`config.mk`:
```
export PLATFORM = sky130hd
export DESIGN_NAME = cond_exec_ctrl
export DESIGN_NICKNAME = d
export VERILOG_FILES = /design/src/rtl/cxc_pkg.sv /design/src/rtl/cxc_field_split.sv /design/src/rtl/cxc_cond_eval.sv /design/src/rtl/cxc_flag_merge.sv /design/src/rtl/cond_exec_ctrl.sv
export SDC_FILE = /design/constraint.sdc
export NUM_CORES = 1
export LEC_CHECK = 0
export BUFFER_PORTS_ARGS = -buffer_cell sky130_fd_sc_hd__buf_2
export CAP_MARGIN = 40
export CORE_ASPECT_RATIO = 1.2
export CORE_UTILIZATION = 40
export CTS_CLUSTER_SIZE = 10
export DETAILED_ROUTE_END_ITERATION = 12
export PLACE_DENSITY = 0.83
export SLEW_MARGIN = 20
export SYNTH_ARGS = -nofsm -noshare
export SYNTH_HDL_FRONTEND = slang
export SYNTH_HIERARCHICAL = 1
export SYNTH_SLANG_ARGS = --single-unit
```
`constraint.sdc`:
```
create_clock -name clk -period 3.7 [get_ports clk]
set_input_delay 0 -clock clk [delete_from_list [all_inputs] [get_ports clk]]
set_output_delay 0 -clock clk [all_outputs]
set_load 0.05 [all_outputs]
```
`src/rtl/cxc_pkg.sv`:
```
package cxc_pkg;
  localparam int WORD_W  = 32;
  localparam int OPC_W   = 6;
  localparam int REG_AW  = 9;
  localparam int FLAG_N  = 2;               // index 0 = Zero, 1 = Carry
  localparam int COND_W  = 1 << FLAG_N;

  localparam int SRC_LSB  = 0;
  localparam int DST_LSB  = SRC_LSB + REG_AW;
  localparam int COND_LSB = DST_LSB + REG_AW;
  localparam int IMM_BIT  = COND_LSB + COND_W;
  localparam int WB_BIT   = IMM_BIT + 1;
  localparam int CEN_BIT  = WB_BIT + 1;
  localparam int ZEN_BIT  = CEN_BIT + 1;
  localparam int OPC_LSB  = ZEN_BIT + 1;

  typedef struct packed {
    logic [OPC_W-1:0]  opc;
    logic [FLAG_N-1:0] flag_en;   // [1] carry, [0] zero
    logic              wb_en;
    logic              use_imm;
    logic [COND_W-1:0] cond;
    logic [REG_AW-1:0] dst;
    logic [REG_AW-1:0] src;
  } ins_fields_t;
endpackage

```
`src/rtl/cxc_field_split.sv`:
```
module cxc_field_split
  import cxc_pkg::*;
(
  input  logic [WORD_W-1:0] word,
  output ins_fields_t       fields
);
  always_comb begin
    fields.opc        = word[OPC_LSB +: OPC_W];
    fields.flag_en[0] = word[ZEN_BIT];
    fields.flag_en[1] = word[CEN_BIT];
    fields.wb_en      = word[WB_BIT];
    fields.use_imm    = word[IMM_BIT];
    fields.cond       = word[COND_LSB +: COND_W];
    fields.dst        = word[DST_LSB +: REG_AW];
    fields.src        = word[SRC_LSB +: REG_AW];
  end
endmodule

```
`src/rtl/cxc_cond_eval.sv`:
```
module cxc_cond_eval
  import cxc_pkg::*;
(
  input  logic [COND_W-1:0] cond,
  input  logic [FLAG_N-1:0] flags,   // {carry, zero}
  output logic              pass
);
  always_comb pass = cond[flags];
endmodule

```
`src/rtl/cxc_flag_merge.sv`:
```
module cxc_flag_merge
  import cxc_pkg::*;
(
  input  logic              go,
  input  logic [FLAG_N-1:0] enable,
  input  logic [FLAG_N-1:0] current,
  input  logic [FLAG_N-1:0] result,
  output logic [FLAG_N-1:0] merged
);
  for (genvar g = 0; g < FLAG_N; g++) begin : g_flag
    always_comb merged[g] = (go && enable[g]) ? result[g] : current[g];
  end
endmodule

```
`src/rtl/cond_exec_ctrl.sv`:
```
module cond_exec_ctrl
  import cxc_pkg::*;
#(
  parameter  int SKIP_CLOCKS = 4,
  localparam int SKIP_W      = $clog2(SKIP_CLOCKS + 1)
) (
  input  logic              clk,
  input  logic              rst,
  input  logic              in_valid,
  input  logic [WORD_W-1:0] instr,
  input  logic              flag_z,
  input  logic              flag_c,
  input  logic              alu_z,
  input  logic              alu_c,
  output logic              out_valid,
  output logic [OPC_W-1:0]  opcode,
  output logic [REG_AW-1:0] dest_addr,
  output logic [REG_AW-1:0] src_addr,
  output logic              src_is_imm,
  output logic [WORD_W-1:0] imm_value,
  output logic              exec_go,
  output logic              wb_strobe,
  output logic              z_next,
  output logic              c_next,
  output logic [SKIP_W-1:0] skip_cycles
);
  localparam logic [SKIP_W-1:0] SKIP_VAL = SKIP_W'(SKIP_CLOCKS);

  ins_fields_t       fld;
  logic              cond_ok;
  logic              go;
  logic [FLAG_N-1:0] cur_flags;
  logic [FLAG_N-1:0] alu_flags;
  logic [FLAG_N-1:0] nxt_flags;

  assign cur_flags = {flag_c, flag_z};
  assign alu_flags = {alu_c, alu_z};
  assign go        = in_valid && cond_ok;

  cxc_field_split u_split (
    .word   (instr),
    .fields (fld)
  );

  cxc_cond_eval u_cond (
    .cond  (fld.cond),
    .flags (cur_flags),
    .pass  (cond_ok)
  );

  cxc_flag_merge u_merge (
    .go      (go),
    .enable  (fld.flag_en),
    .current (cur_flags),
    .result  (alu_flags),
    .merged  (nxt_flags)
  );

  always_ff @(posedge clk) begin
    if (rst) begin
      out_valid   <= 1'b0;
      opcode      <= '0;
      dest_addr   <= '0;
      src_addr    <= '0;
      src_is_imm  <= 1'b0;
      imm_value   <= '0;
      exec_go     <= 1'b0;
      wb_strobe   <= 1'b0;
      z_next      <= 1'b0;
      c_next      <= 1'b0;
      skip_cycles <= '0;
    end else begin
      out_valid   <= in_valid;
      opcode      <= fld.opc;
      dest_addr   <= fld.dst;
      src_addr    <= fld.src;
      src_is_imm  <= fld.use_imm;
      imm_value   <= WORD_W'(fld.src);
      exec_go     <= go;
      wb_strobe   <= go && fld.wb_en;
      z_next      <= nxt_flags[0];
      c_next      <= nxt_flags[1];
      skip_cycles <= (in_valid && !cond_ok) ? SKIP_VAL : '0;
    end
  end
endmodule

```
Word-level counts from Yosys, hierarchy flattened --
Cells that the tools add are included. Widths: inputs -> output; s select.
Operators by class: order comparisons 1, multiplexer cells 5, reduce and logical (&&, ||, !) cells 6
Operators by type and width (number):
- $logic_and 1x1->1 | 5
- $lt 2x3->1 const B | 1
- $mux 1 | 3
- $mux 3 | 1
- $bmux 1 s2 | 1
- $logic_not 1->1 | 1
Storage, ports and cells: register bits 56, input port bits 39, output and inout bits 65, word-level logic and storage cells 23

Depth between registers and ports, before layout --
word-level depth 5, mapped depth 6, gate-level depth less buffers 5

Modules after synthesis --
Netlist, hierarchy kept.
By module, submodules not included:
- cond_exec_ctrl | times used 1, cells an instance 101, area an instance 1102.3 µm², seq. area each 620.6 µm²
- cxc_field_split | times used 1, cells an instance 32, area an instance 240.2 µm², seq. area each 0.0 µm²
- cxc_flag_merge | times used 1, cells an instance 4, area an instance 37.5 µm², seq. area each 0.0 µm²
- cxc_cond_eval | times used 1, cells an instance 1, area an instance 22.5 µm², seq. area each 0.0 µm²

Least setup slack after synthesis --
OpenSTA, ideal clock, no wires.
kind in2reg, start point in instr[21], end point reg z_next, library setup time 117 ps, arrival time 1238 ps, data required time 3583 ps, path slack 2345 ps, stages 6, path buffers 1, path through buf_4 mux4_2 and2_1 nand2_1 mux2_4 nor2b_1
On the way: cells in the longest elaborated chain, start to end 5
RTL lines:
- from (decl) | line cond_exec_ctrl.sv:10 | input logic [WORD_W-1:0] instr,
- $bmux 1 s2 | line cxc_cond_eval.sv:8 | always_comb pass = cond[flags];
- $mux 1 (not written as such) | line cxc_cond_eval.sv:8
- named net cond_ok | line cond_exec_ctrl.sv:30 | logic cond_ok;
- $logic_and 1x1->1 | line cond_exec_ctrl.sv:38 | assign go = in_valid && cond_ok;
- named net go | line cond_exec_ctrl.sv:31 | logic go;
- $logic_and 1x1->1 | line cxc_flag_merge.sv:11 | always_comb merged[g] = (go && enable[g]) ? result[g] : current[g];
- $mux 1 | line cxc_flag_merge.sv:11
- named net nxt_flags[0] | line cond_exec_ctrl.sv:34 | logic [FLAG_N-1:0] nxt_flags;
- to (signal assigned) | line cond_exec_ctrl.sv:81 | z_next <= nxt_flags[0];
- to (decl) | line cond_exec_ctrl.sv:23 | output logic z_next,
The timed path passes the listed nets, and every way through them passes these cells. The select of a mux whose other input is x is not followed. A chain may end at the register's enable or synchronous reset.

Worst setup path in the final report --
start point in flag_z, end point reg z_next
On the way: cells in the longest elaborated chain, start to end 5
RTL lines:
- from (decl) | line cond_exec_ctrl.sv:11 | input logic flag_z,
- $bmux 1 s2 | line cxc_cond_eval.sv:8
- $mux 1 (not written as such) | line cxc_cond_eval.sv:8
- named net cond_ok | line cond_exec_ctrl.sv:30
- $logic_and 1x1->1 | line cond_exec_ctrl.sv:38
- named net go | line cond_exec_ctrl.sv:31
- $logic_and 1x1->1 | line cxc_flag_merge.sv:11
- $mux 1 | line cxc_flag_merge.sv:11
- named net nxt_flags[0] | line cond_exec_ctrl.sv:34
The timed path passes the listed nets, and every way through them passes these cells. The select of a mux whose other input is x is not followed.

==> flow_summary.json <==
{
  "status": "complete, no violations",
  "timing.critical_path.to": "z_next$_SDFF_PP0_",
  "grt_pass1_wl_um": 3310,
  "path_buf_inv": 1,
  "synthTopCellsByArea": "dfxtp_1 (44%), buf_4 (35%), nor2b_1 (12%), mux2_4 (2.1%), mux4_2 (1.6%)",
  "seq_area_frac_synth_pct": 44.2,
  "drt-initial-drc-count": 10,
  "cts_root_buf": "clkbuf_8",
  "power_density_nw_per_um2": 469,
  "cts_buffer_depth": 2,
  "io_pins": 104,
  "final.setup.tns_ns": 0,
  "grt_max_degree": 32,
  "drv_cap": 0,
  "syn_inst": 138,
  "final_core_util_pct": 52.7,
  "dieArea_sq_um": 3750,
  "path_cells": "buf_2 > mux4_2 > and2_1 > nand2_1 > mux2_4 > nor2b_1",
  "rsz0062_at_grt": "no",
  "hp-class": "primary input to register",
  "hold_buffers": 26,
  "top_usage_layer": "met2",
  "start_util_pct": 42.0,
  "fmax_mhz": 860,
  "setup_viol": 0,
  "grt.met3_usage_pct": 4.47,
  "grtUsageMet2_pct": 24.0,
  "critPathLaunch": "flag_z",
  "yosysUniqueCellTypes": 12,
  "io_buffers": 78,
  "dr.pass1.iters": 5,
  "wl_per_cell_um": 9.59,
  "cp-end-kind": "register",
  "cp_max_fo": 4,
  "max_stage_delay_ns": 0.52,
  "leakagePower_nw": 0.937,
  "cts_tree": "built",
  "peakVddDrop_uv": 343,
  "fill_cells": 311,
  "cts_setup_buffers": 0,
  "drive_above_1_share_pct": 42.4,
  "gr-total-overflow": 0,
  "diodes": 0,
  "cts_buffers": 5,
  "use_met1_pct": 10.0,
  "hold_depth": 2,
  "area_delta_synth_final_pct": 25.5,
  "multi_input_area_sq_um": 362,
  "worstPathArrival_ns": 1.31,
  "final_nets": 243,
  "cp.required_ns": 3.85,
  "fp.dieW_um": 56.1,
  "die_y_um": 66.9,
  "grt_antenna_before_repair": 0,
  "rows": 23,
  "path_clk_slew_ns": 0.06,
  "grt_pass1_vias": 818,
  "post-place-cells": 208,
  "coreArea_sq_um": 3340,
  "drv_slew": 0,
  "hold_viol": 0,
  "ant_nets": 0,
  "wirelength_um": 2320,
  "htree_levels": 2,
  "gp_congestion": 0.656,
  "cts.sinks": 31,
  "synth_top_cell_area_share_pct": 44.2,
  "dp_hpwl_um": 1590,
  "period_needed_ns": 1.16,
  "critPathSlowestCell": "mux4_2",
  "vias": 928,
  "stdcell_count": 242,
  "fin_crit_sh_pct": 31.4,
  "ctsResizeCount": 0,
  "startpoint_type": "primary input",
  "path_delay_family": "multiplexers",
  "yosysWarnings": 6,
  "grt_usage_pct": 12.2,
  "avgSynthCellArea_sq_um": 10.2,
  "yosysTopAreaCell": "dfxtp_1",
  "postPlaceCellArea_sq_um": 1420,
  "seq_area_sq_um": 621,
  "final_area_sq_um": 1760,
  "path_depth": 6,
  "synth_seq_cells": 31,
  "avgViaCountPerCell": 3.83,
  "synthesis.area_sq_um": 1400,
  "critPathKind": "primary input to register",
  "drc": 0
}
==> per-layer routing <==
layer  vias to the layer above  share of wire (%)  routed length, um
met2                        60                 56               1300
met5                         -                  0                  0
met3                         4                8.5                197
li1                        460                  -                  -
met1                       404                 34                785
met4                         0                1.6                 38
==> Yosys cell counts (all sizes together) <==
cell type,number
buf,69
mux4,1
dfxtp,31
and2,1
nand2,2
nor2b,28
and4b,1
and3b,1
conb,1
mux2,2
nor3b,1
==> layout by cell type (no fill, tap or decap) <==
cell           netlist  layout
and3b_1              1       1
and4b_1              1       1
nor3b_1              1       1
nand2_1              2       2
and2_1               1       1
mux2_4               2       2
clkbuf_1             0       2
mux4_2               1       1
buf_2                3      78
dlygate4sd3_1        0      26
nor2b_1             28      28
clkinv_2             0       1
dfxtp_1             31      31
conb_1               1      25
clkbuf_8             0       5
==> report_power, final <==
group | switching (W) | total (W) | internal [W]
Sequential | 0.00000481 | 0.000357 | 0.000352
Clock | 0.000112 | 0.000244 | 0.000131
Combinational | 0.000164 | 0.000225 | 0.0000607
Total | 0.000281 | 0.000825 | 0.000544
==> flip-flops by register name, summed over array words and instances (netlist names) <==
register	cells
z_next	1
wb_strobe	1
imm_value	9
src_is_imm	1
dest_addr	9
exec_go	1
opcode	6
out_valid	1
skip_cycles	1
c_next	1
==> cells by family after synthesis <==
logic type	share of synthesized area (%)
buffers and inverters	36.4
and+or+nand+nor	15.3
DFF	44.2
muxes	3.75
other	0.267
==> worst min-delay path by stage <==
stage | from | endpoint
CTS | instr[23] | wb_strobe$_SDFF_PP0_
finish | instr[23] | wb_strobe$_SDFF_PP0_
global placement | instr[29] | opcode[3]$_SDFF_PP0_
detailed placement | instr[14] | dest_addr[5]$_SDFF_PP0_
global route | instr[23] | wb_strobe$_SDFF_PP0_
floorplan | in_valid | out_valid$_SDFF_PP0_
==> cell type report <==
cell class,instances,share of cell area (%)
clock inverter,1,0.284
multi-input combinational,62,20.5
timing repair buffer,104,37.0
tap,37,2.63
clock buffer,7,4.34
sequential,31,35.3
==> stage by stage <==
| step | hold WS [ns] | setup WS [ns] | power, W |
|---|---|---|---|
| floorplan | 0.128 | 2.34 | 0.000575 |
| global placement | 0.208 | 2.27 | 0.000566 |
| detailed placement | 0.214 | 2.24 | 0.000568 |
| CTS | 0.00727 | 2.54 | 0.000840 |
| global route | 0.0316 | 2.49 | 0.000858 |
| finish | 0.0137 | 2.54 | 0.000825 |
No activity file was read; power rests on OpenSTA's default activity.
